`src/rtl/burst_col_pkg.sv`:
```
package burst_col_pkg;
  localparam int FIELD_W = 3;

  typedef enum logic [1:0] {LEN_1 = 2'd0, LEN_2 = 2'd1, LEN_4 = 2'd2, LEN_8 = 2'd3} len_e;
  typedef enum logic {ORD_SEQ = 1'b0, ORD_XOR = 1'b1} order_e;

  function automatic logic [FIELD_W-1:0] len_mask(len_e len);
    logic [FIELD_W-1:0] m;
    case (len)
      LEN_1:   m = 3'b000;
      LEN_2:   m = 3'b001;
      LEN_4:   m = 3'b011;
      default: m = 3'b111;
    endcase
    return m;
  endfunction

  // Low-field value of beat cnt for a burst whose start has low field low.
  function automatic logic [FIELD_W-1:0] beat_field(logic [FIELD_W-1:0] low,
                                                    logic [FIELD_W-1:0] cnt,
                                                    len_e len, order_e ord);
    logic [FIELD_W-1:0] m;
    logic [FIELD_W-1:0] sum;
    m   = len_mask(len);
    sum = low + cnt;
    if (ord == ORD_XOR) return low ^ (cnt & m);
    return (low & ~m) | (sum & m);
  endfunction
endpackage

```
`src/rtl/burst_seq_ctrl.sv`:
```
module burst_seq_ctrl
  import burst_col_pkg::*;
#(
  parameter int COL_W = 10
) (
  input  logic               clk,
  input  logic               rst_n,
  input  logic               req_i,
  input  logic [COL_W-1:0]   req_col_i,
  input  len_e               req_len_i,
  input  order_e             req_order_i,
  input  logic               stop_i,
  output logic               active_o,
  output logic [FIELD_W-1:0] cnt_o,
  output logic [COL_W-1:0]   base_o,
  output len_e               len_o,
  output order_e             order_o,
  output logic               last_o
);
  logic accept_w;
  logic finish_w;
  logic step_w;

  assign last_o   = (cnt_o == len_mask(len_o));
  assign accept_w = req_i;
  assign finish_w = active_o && !accept_w && (stop_i || last_o);
  assign step_w   = active_o && !accept_w && !finish_w;

  always_ff @(posedge clk) begin
    if (!rst_n) begin
      active_o <= 1'b0;
      cnt_o    <= '0;
      base_o   <= '0;
      len_o    <= LEN_1;
      order_o  <= ORD_SEQ;
    end else if (accept_w) begin
      active_o <= 1'b1;
      cnt_o    <= '0;
      base_o   <= req_col_i;
      len_o    <= req_len_i;
      order_o  <= req_order_i;
    end else if (finish_w) begin
      active_o <= 1'b0;
      cnt_o    <= '0;
    end else if (step_w) begin
      cnt_o <= cnt_o + 3'd1;
    end
  end

  // an accepted request shows beat 0 on the next cycle
  p_req_first_beat_r2: assert property (@(posedge clk) disable iff (!rst_n)
    req_i |=> (active_o && cnt_o == 3'd0));

  // beats advance by one with no gap
  p_cnt_step_r3: assert property (@(posedge clk) disable iff (!rst_n)
    (active_o && !last_o && !stop_i && !req_i) |=> (active_o && cnt_o == $past(cnt_o) + 3'd1));

  // after the final beat the generator goes idle
  p_idle_after_last_r9: assert property (@(posedge clk) disable iff (!rst_n)
    (active_o && last_o && !req_i) |=> !active_o);

  // stop removes all later beats
  p_stop_halts_r10: assert property (@(posedge clk) disable iff (!rst_n)
    (active_o && stop_i && !req_i) |=> !active_o);
endmodule

```
`src/rtl/burst_addr_calc.sv`:
```
module burst_addr_calc
  import burst_col_pkg::*;
#(
  parameter int COL_W = 10
) (
  input  logic [COL_W-1:0]   base_i,
  input  logic [FIELD_W-1:0] cnt_i,
  input  len_e               len_i,
  input  order_e             order_i,
  output logic [COL_W-1:0]   col_o
);
  localparam int UPPER_W = COL_W - FIELD_W;

  logic [FIELD_W-1:0] field_w;

  assign field_w = beat_field(base_i[FIELD_W-1:0], cnt_i, len_i, order_i);

  generate
    if (UPPER_W > 0) begin : g_upper
      assign col_o = {base_i[COL_W-1:FIELD_W], field_w};
    end else begin : g_narrow
      assign col_o = field_w[COL_W-1:0];
    end
  endgenerate
endmodule

```
`src/rtl/burst_col_gen.sv`:
```
module burst_col_gen
  import burst_col_pkg::*;
#(
  parameter int COL_W = 10
) (
  input  logic             clk,
  input  logic             rst_n,
  input  logic             req_i,
  input  logic [COL_W-1:0] req_col_i,
  input  logic [1:0]       req_len_i,
  input  logic             req_order_i,
  input  logic             stop_i,
  output logic             beat_valid_o,
  output logic [COL_W-1:0] beat_col_o,
  output logic             beat_last_o
);
  logic               active_w;
  logic [FIELD_W-1:0] cnt_w;
  logic [COL_W-1:0]   base_w;
  len_e               len_w;
  order_e             order_w;
  logic               last_w;

  burst_seq_ctrl #(.COL_W(COL_W)) u_ctrl (
    .clk        (clk),
    .rst_n      (rst_n),
    .req_i      (req_i),
    .req_col_i  (req_col_i),
    .req_len_i  (len_e'(req_len_i)),
    .req_order_i(order_e'(req_order_i)),
    .stop_i     (stop_i),
    .active_o   (active_w),
    .cnt_o      (cnt_w),
    .base_o     (base_w),
    .len_o      (len_w),
    .order_o    (order_w),
    .last_o     (last_w)
  );

  burst_addr_calc #(.COL_W(COL_W)) u_addr (
    .base_i (base_w),
    .cnt_i  (cnt_w),
    .len_i  (len_w),
    .order_i(order_w),
    .col_o  (beat_col_o)
  );

  assign beat_valid_o = active_w;
  assign beat_last_o  = active_w && last_w;

  // first beat repeats the requested column
  p_first_col_r2: assert property (@(posedge clk) disable iff (!rst_n)
    req_i |=> (beat_valid_o && beat_col_o == $past(req_col_i)));

  // upper column bits hold for the whole burst
  p_upper_fixed_r8: assert property (@(posedge clk) disable iff (!rst_n)
    (beat_valid_o && !req_i && !stop_i && !beat_last_o)
      |=> (beat_col_o[COL_W-1:FIELD_W] == $past(beat_col_o[COL_W-1:FIELD_W])));

  // last flag only on a valid beat
  p_last_valid_r9: assert property (@(posedge clk) disable iff (!rst_n)
    beat_last_o |-> beat_valid_o);

  // idle outputs straight after reset
  p_reset_idle_r1: assert property (@(posedge clk)
    !rst_n |=> (!beat_valid_o && !beat_last_o));
endmodule

```
`config.mk`:
```
export PLATFORM = sky130hd
export DESIGN_NAME = burst_col_gen
export DESIGN_NICKNAME = d
export VERILOG_FILES = /design/src/rtl/burst_col_pkg.sv /design/src/rtl/burst_seq_ctrl.sv /design/src/rtl/burst_addr_calc.sv /design/src/rtl/burst_col_gen.sv
export SDC_FILE = /design/constraint.sdc
export NUM_CORES = 1
export LEC_CHECK = 0
export BUFFER_PORTS_ARGS = -buffer_cell sky130_fd_sc_hd__buf_2
export CORE_MARGIN = 8
export CORE_UTILIZATION = 25
export DETAILED_ROUTE_END_ITERATION = 16
export GPL_TIMING_DRIVEN = 0
export SLEW_MARGIN = 30
export SYNTH_ARGS = -nofsm -noshare
export SYNTH_HDL_FRONTEND = slang
export SYNTH_SLANG_ARGS = --single-unit
```
`constraint.sdc`:
```
create_clock -name clk -period 2.25 [get_ports clk]
set_input_delay 0.225 -clock clk [delete_from_list [all_inputs] [get_ports clk]]
set_output_delay 0.225 -clock clk [all_outputs]
set_load 0.02 [all_outputs]
```
## Word level (Yosys, flattened, before mapping)

Cells that the tools add are included.

- Divide/modulo/power cells: 0
- Shift operators: 0
- Add/subtract/negate cells: 2
- Muxes and demuxes: 6
- Reduce and logical (&&, ||, !) cells: 10
- Multiply operators: 0
- Bitwise operators: 7
- $lt $le $gt $ge: 0
- Eq/ne operators: 3

Operators by type and width:

| cell | number |
|---|---|
| $and 3x3->3 | 3 |
| $pmux 3 s3 | 1 |
| $mux 3 | 2 |
| $logic_and 1x1->1 | 4 |
| $add 3x1->3 const B | 1 |
| $add 3x3->3 | 1 |
| $eq 3x3->1 | 1 |
| $mux 1 | 3 |
| $not 3->3 | 1 |
| $or 3x3->3 | 1 |
| $reduce_or 3->1 | 1 |
| $xor 3x3->3 | 1 |
| $eq 2x1->1 const B | 1 |
| $eq 2x2->1 const B | 1 |
| $logic_not 1->1 | 2 |
| $logic_not 2->1 | 1 |
| $reduce_bool 2->1 | 1 |
| $logic_or 1x1->1 | 1 |
| $not 1->1 | 1 |

- Bits of input ports: 17
- Bits in latches: 0
- Logic and storage cells: 33
- Register bits: 17
- Memory bits (writable): 0
- ROM bits: 0
- Memories: 0

## Logic depth before layout (Yosys ltp)

Gate-level depths: netlist of the first run.

- Depth after elaboration: 7
- Mapped depth: 6
- Depth with buffers taken out: 6

## Cells and area by module

Synthesis of the first run repeated with hierarchy kept, for this count alone.

- Cells, all modules: 101
- Area total of the unflattened synthesis: 955.9 µm²

Modules (own cells, without submodules):

| module | area an instance (µm²) | cells each | instances |
|---|---|---|---|
| burst_seq_ctrl | 738.2 | 72 | 1 |
| burst_addr_calc | 211.5 | 28 | 1 |
| burst_col_gen | 6.3 | 1 | 1 |

## Worst setup path after synthesis of the first run

OpenSTA, ideal clock, no wires.

- Path kind: reg2out
- Start point: register u_ctrl.cnt_o[0]
- End point: output beat_col_o[2]
- Slack: 0.382 ns
- Stages on the path, launching flop included: 6
- Arrival: 1.643 ns
- Path through: dfxtp_1 ha_1 fa_1 xnor2_1 o31ai_1 xor2_1

- Word-level cells in the longest chain between the ends: 4

Ends and longest elaborated chain:

| item | line | RTL |
|---|---|---|
| start: declaration | burst_seq_ctrl.sv:14 | `output logic [FIELD_W-1:0] cnt_o,` |
| start signal: assignment | burst_seq_ctrl.sv:46 | `cnt_o <= cnt_o + 3'd1;` |
| $add 3x3->3 | burst_col_pkg.sv:25 | `sum = low + cnt;` |
| $and 3x3->3 | burst_col_pkg.sv:27 | `return (low & ~m) \| (sum & m);` |
| $or 3x3->3 | burst_col_pkg.sv:27 |  |
| $mux 3 | burst_col_pkg.sv:27 |  |
| end: declaration | burst_col_gen.sv:14 | `output logic [COL_W-1:0] beat_col_o,` |

Every way passes these cells.

## Final worst setup path of the first run

Same ends and word-level chain as after synthesis.

==> flow_metrics.env, run 1 <==
export IMPL_outcome="complete, no violations"
export IMPL_die_x_um=76.8
export IMPL_num_rows=22
export IMPL_switching_share_pct=25.2
export IMPL_final_cell_area_mm2=0.00118
export IMPL_num_vias=709
export IMPL_yosysUniqueCellTypes=28
export IMPL_first_pass_iters=4
export IMPL_place_area_mm2=0.00112
export IMPL_initialDrtViolationCount=18
export IMPL_period_minus_slack_ps=2160
export IMPL_ys_seq_area_share_pct=36.9
export IMPL_ys_ff_latch=17
export IMPL_tightest_slew_ps=379
export IMPL_async_flop_share_pct=0
export IMPL_hold_class="input port to flop"
export IMPL_finalCritPeriodShare_pct=95.9
export IMPL_whs_ps=236
export IMPL_synth_area_um2=923
export IMPL_arrival_ps=1930
export IMPL_gr_total_overflow=0
export IMPL_clock_sinks=17
export IMPL_cts_inserted_buffers=3
export IMPL_irDropWorstVdd_mv=0.145
export IMPL_cts_root_buf="clkbuf_8"
export IMPL_p_sw_mw=0.171
export IMPL_dp_hpwl_mm=1.60
export IMPL_synth_edf_count=0
export IMPL_rsz0062_at_grt="no"
export IMPL_hold_viol=0
export IMPL_combinationalPowerShare_pct=18.8
export IMPL_clk_pin_slew_ps=60
export IMPL_synth_main_ff_cell="dfxtp_1"
export IMPL_post_cts_buffers=0
export IMPL_dieArea_mm2=0.00589
export IMPL_ant_nets=0
export IMPL_wl_per_cell_um=11.5
export IMPL_maxCapViolCount=0
export IMPL_drt_vias_per_instance=4.15
export IMPL_antenna_found_initial=0
export IMPL_setup_violations=0
export IMPL_grt_pass1_vias=743
export IMPL_critical_path_class="flop to primary output"
export IMPL_synth_top_family_by_area="simple AND/OR/NAND/NOR gates"
export IMPL_worstSetupStartpointType="flop"
export IMPL_timing_fmax_mhz=463
export IMPL_synth_avg_cell_area_um2=10.0
export IMPL_fin_setup_tns_ps=0
export IMPL_coreArea_mm2=0.00361
export IMPL_ys_warn_count=0
export IMPL_ios=29
export IMPL_clock_latency_ps=240
export IMPL_synthAdderAreaFrac_pct=8.94
export IMPL_p_per_area_mw_per_mm2=575
export IMPL_yosys_area_top_type="dfxtp_1"
export IMPL_die_y_um=76.8
export IMPL_drive_gt1_share_pct=35.8
export IMPL_synth_mux_area_fraction_pct=16.3
export IMPL_cp_required_ps=2030
export IMPL_area_growth_pct=27.8
export IMPL_fin_nets=147
export IMPL_synth_xor_area_share_pct=3.79
export IMPL_critPathCaptureType="primary output"
export IMPL_totalWireLength_mm=1.97
export IMPL_remaining_drc_errors=0
export IMPL_cts_tree="built"
export IMPL_clock_path_buffers=2
export IMPL_cp_max_fo=5
export IMPL_slew_viol_final=0
export IMPL_io_buffers=27
export IMPL_htreeDepth=1
export IMPL_gr_usage_all_layers_pct=6.81
export IMPL_fin_skew_ps=1.11
export IMPL_yosysTopAreaCellShare_pct=36.9
export IMPL_seqPwrFrac_pct=48.7
export IMPL_intPower_mw=0.507
export IMPL_synth_area_top_cells="dfxtp_1 (37%), mux2i_1 (16%), nor2b_1 (9.5%), ha_1 (6.8%), buf_4 (5.7%)"
export IMPL_clockPowerShare_pct=32.5
export IMPL_synth_nets=115
export IMPL_routabilityCongestion=0.757
export IMPL_slew_headroom_pct=74.7
export IMPL_grt_pass1_wl_mm=3.29
export IMPL_grt_max_degree=11
export IMPL_finalPower_mw=0.678
export IMPL_initial_core_util_pct=25.6
export IMPL_hold_buffers=0
export IMPL_diodes=0
export IMPL_synth_compound_area_share_pct=6.50
export IMPL_post_synth_and_or_nand_nor_area_fraction_pct=17.8
export IMPL_syn_inst=92
export IMPL_p_leak_nw=0.569
## through the flow
| step | worst slack, ps | cells | util (%) |
|---|---|---|---|
| 3_5_place_dp | 193 | 167 | 31.0 |
| 2_1_floorplan | 382 | 92 | - |
| 5_1_grt | 13.1 | 171 | 32.7 |
| 6_report | 91.6 | 171 | 32.7 |
| 3_3_place_gp | 244 | 167 | 31.0 |
| 4_1_cts | 80.2 | 171 | 32.4 |
## worst max-delay path, cell delays in order (launching register included)
cell and delay (ps):
dfxtp_2 350, ha_1 210, fa_1 380, xnor2_1 140
o31ai_1 280, xor2_1 170, buf_4 160
## power groups by stage
stage	Clock, mW	Combinational, mW	Sequential, mW
after detailed placement	0	0.124	0.337
after CTS	0.232	0.126	0.330
final	0.220	0.128	0.330
after global placement	0	0.121	0.336
after global routing	0.247	0.139	0.333
after floorplan	0	0.0841	0.335
## sequential cells by signal (all words and copies together), names as in the netlist
name,count
u_ctrl.base_o,10
u_ctrl.len_o,2
u_ctrl.order_o,1
u_ctrl.active_o,1
u_ctrl.cnt_o,3
## cell type report
class	count	area, um2
fillers	398	2430
clock buffers	4	45.0
flip-flops and latches	17	343
multi-input cells	60	503
repair buffers	27	138
well taps	48	60.1
inverters	4	15.0
plain buffers	11	76.3
## kinds of logic after synthesis
kind of cell | Yosys count
adder cells (fa/ha/maj) | 6
AND/OR/NAND/NOR | 27
multiplexers | 15
AO/OA/AOI/OAI | 8
XOR/XNOR | 4
flip-flops | 17
buffers and inverters | 15
## cells in the mapped netlist (2+ instances only)
master	count
a21oi_1	2
buf_4	7
clkbuf_1	2
dfxtp_1	17
ha_1	5
inv_1	4
mux2i_1	15
nand2_1	3
nand2b_1	2
nor2_1	2
nor2b_1	14
xnor2_1	3
## routing by layer
metal	vias to the layer above	part of all wire, %	routed length, um	GRT usage (%)
met5	-	0	0	0
met4	0	0.51	10	2.88
met3	2	6.1	121	3.03
met2	14	53	1040	12.4
met1	329	40	795	6.45
li1	364	-	-	-
## cell usage in the layout (no fill, tap or decap), drive strengths merged
| cell | count |
|---|---|
| a211oi | 1 |
| a21oi | 2 |
| and2 | 1 |
| buf | 36 |
| clkbuf | 6 |
| dfxtp | 17 |
| fa | 1 |
| ha | 5 |
| inv | 4 |
| mux2i | 15 |
| nand2 | 3 |
| nand2b | 3 |
| nor2 | 2 |
| nor2b | 14 |
| nor3 | 1 |
| o21a | 1 |
| o31a | 1 |
| o31ai | 1 |
| o32a | 1 |
| o32ai | 1 |
| or2 | 1 |
| or3 | 1 |
| or4 | 1 |
| xnor2 | 3 |
| xor2 | 1 |
## final timing paths
path                                      from                            end  slack, ps  depth (start not counted)
hold / removal                    req_col_i[0]  u_ctrl.base_o[0]$_SDFFE_PN0P_        240                          3
setup reg to reg  u_ctrl.len_o[1]$_SDFFE_PN0P_   u_ctrl.cnt_o[2]$_SDFFE_PP0P_        480                          5
setup / recovery  u_ctrl.cnt_o[0]$_SDFFE_PP0P_                  beat_col_o[2]         90                          6
hold reg to reg   u_ctrl.cnt_o[0]$_SDFFE_PP0P_   u_ctrl.cnt_o[0]$_SDFFE_PP0P_        510                          2
## what timing repair did
| action | CTS | global route |
|---|---|---|
| hold endpoints to repair | 0 | 0 |
| setup endpoints to repair | 1 | 2 |
| pin swaps | 0 | 2 |
| resized for setup | 1 | 4 |
Note: power is estimated with default switching activity, not from simulation.
==> run 2: changes to the inputs <==
CORE_UTILIZATION = 49   (was 25)
GPL_TIMING_DRIVEN = default   (was 0)
PLACE_DENSITY = 0.77   (was default)
RECOVER_POWER = 50   (was default)
==> flow_metrics.env, run 2 (same netlist as run 1, synthesis figures left out) <==
export IMPL_critPathCaptureType="primary output"
export IMPL_htreeDepth=1
export IMPL_tightest_slew_ps=1020
export IMPL_slew_headroom_pct=32.1
export IMPL_final_common_cell="buf_2"
export IMPL_totalWireLength_mm=1.79
export IMPL_worstHoldEndpoint="u_ctrl.base_o[3]$_SDFFE_PN0P_"
export IMPL_num_vias=681
export IMPL_reg2reg_depth=5
export IMPL_initialDrtViolationCount=15
export IMPL_die_x_um=59.4
export IMPL_diodes=0
export IMPL_hold_path_startpoint="req_col_i[3]"
export IMPL_gr_total_overflow=0
export IMPL_coreArea_mm2=0.00175
export IMPL_clock_path_buffers=2
export IMPL_hold_viol=0
export IMPL_initial_core_util_pct=52.9
export IMPL_place_area_mm2=0.00103
export IMPL_p_leak_nw=0.518
export IMPL_r2r_start="u_ctrl.len_o[1]$_SDFFE_PN0P_"
export IMPL_grt_max_degree=16
export IMPL_setup_violations=0
export IMPL_routabilityCongestion=0.759
export IMPL_remaining_drc_errors=0
export IMPL_cp_required_ps=2030
export IMPL_antenna_found_initial=0
export IMPL_final_cell_area_mm2=0.00107
export IMPL_finalCritPeriodShare_pct=95.7
export IMPL_fin_setup_tns_ps=0
export IMPL_top_register="u_ctrl.base_o"
export IMPL_clk_pin_slew_ps=100
export IMPL_dp_hpwl_mm=1.31
export IMPL_reg_largest_list="u_ctrl.base_o: 10 flops, u_ctrl.cnt_o: 3 flops, u_ctrl.len_o: 2 flops"
export IMPL_cts_inserted_buffers=3
export IMPL_gr_usage_all_layers_pct=10.0
export IMPL_timing_fmax_mhz=464
export IMPL_cts_tree="built"
export IMPL_drt_vias_per_instance=4.86
export IMPL_maxCapViolCount=0
export IMPL_arrival_ps=1930
export IMPL_largest_reg_flops=10
export IMPL_post_route_util_pct=61.5
export IMPL_dieArea_mm2=0.00353
export IMPL_num_rows=15
export IMPL_clock_sinks=17
export IMPL_p_per_area_mw_per_mm2=565
export IMPL_ant_nets=0
export IMPL_whs_path_depth=3
export IMPL_outcome="complete, no violations"
export IMPL_clock_latency_ps=290
export IMPL_grt_pass1_vias=615
export IMPL_fin_nets=139
export IMPL_die_y_um=59.4
export IMPL_cts_root_buf="clkbuf_4"
export IMPL_whs_ps=189
export IMPL_first_pass_iters=4
export IMPL_drive_gt1_share_pct=33.0
export IMPL_fin_skew_ps=1.23
export IMPL_slew_viol_final=0
export IMPL_area_growth_pct=16.3
export IMPL_grt_pass1_wl_mm=2.66
export IMPL_period_minus_slack_ps=2150
export IMPL_cp_max_fo=3
export IMPL_irDropWorstVdd_mv=0.338
export IMPL_worstSetupStartpointType="flop"
export IMPL_hold_class="input port to flop"
export IMPL_critical_path_class="flop to primary output"
export IMPL_io_buffers=28
export IMPL_reg2reg_slack_ps=520
export IMPL_final_cell_mix="buf_2 (25), mux2i_1 (15), dfxtp_1 (15)"
export IMPL_r2r_end="u_ctrl.cnt_o[2]$_SDFFE_PP0P_"
export IMPL_wl_per_cell_um=12.8
export IMPL_ios=29
[run 2: changes by cell type in the layout (fill, tap and decap cells not counted), moves of 2 or more]
| cell | before | now |
|---|---|---|
| buf_4 | 8 | 3 |
| clkbuf_4 | 0 | 3 |
| clkbuf_8 | 3 | 0 |
| buf_2 | 27 | 25 |
[run 2: metal layers]
| metal | vias up | GRT usage, % | share of wire (%) |
|---|---|---|---|
| li1 | 351 | - | - |
| met1 | 311 | 10.4 | 41 |
| met2 | 15 | 15.4 | 49 |
| met3 | 4 | 4.77 | 8.2 |
| met4 | 0 | 7.51 | 1.9 |
| met5 | - | 0 | 0 |
[run 2: worst max-delay path by stage]
stage	start	to	cells after the start
final	u_ctrl.cnt_o[0]$_SDFFE_PP0P_	beat_col_o[2]	6
after floorplan	u_ctrl.cnt_o[0]$_SDFFE_PP0P_	beat_col_o[2]	5
after detailed placement	u_ctrl.cnt_o[0]$_SDFFE_PP0P_	beat_col_o[2]	6
after global routing	u_ctrl.cnt_o[0]$_SDFFE_PP0P_	beat_col_o[2]	6
after global placement	u_ctrl.cnt_o[0]$_SDFFE_PP0P_	beat_col_o[2]	6
after CTS	u_ctrl.cnt_o[0]$_SDFFE_PP0P_	beat_col_o[2]	6
[run 2: critical path: stages, from the launching register on]
cell     delay (ps)
dfxtp_4         360
ha_1            220
fa_2            340
xnor2_1         130
o31ai_1         270
xor2_1          170
buf_4           150
[run 2: final cells by class]
type / instances / area (um2)
Tap cell: 25 / 31.3
Clock inverter: 1 / 5.00
Inverter: 4 / 15.0
Clock buffer: 3 / 22.5
Timing Repair Buffer: 30 / 155
Sequential cell: 17 / 345
Fill cell: 157 / 672
Multi-Input combinational cell: 60 / 499
[run 2: repair_timing]
action	in CTS	in global routing
resized for setup	0	6
hold buffers	0	0
hold endpoints to repair	0	0
buffers inserted	0	1
endpoints found under the setup margin	0	2
[run 2: power by group]
| group | internal [mW] | switching [mW] |
|---|---|---|
| registers | 0.315 | 0.0129 |
| logic | 0.0561 | 0.0588 |
| clock network | 0.0661 | 0.0973 |
| total | 0.437 | 0.169 |
[run 2: metrics by stage]
stage                     setup WS (ps)  power, mW  cells
after floorplan                     382      0.419     92
after global placement              409      0.446    135
after detailed placement            373      0.449    135
after CTS                          39.6      0.612    139
after global routing              -13.0      0.644    140
final                              95.7      0.607    140
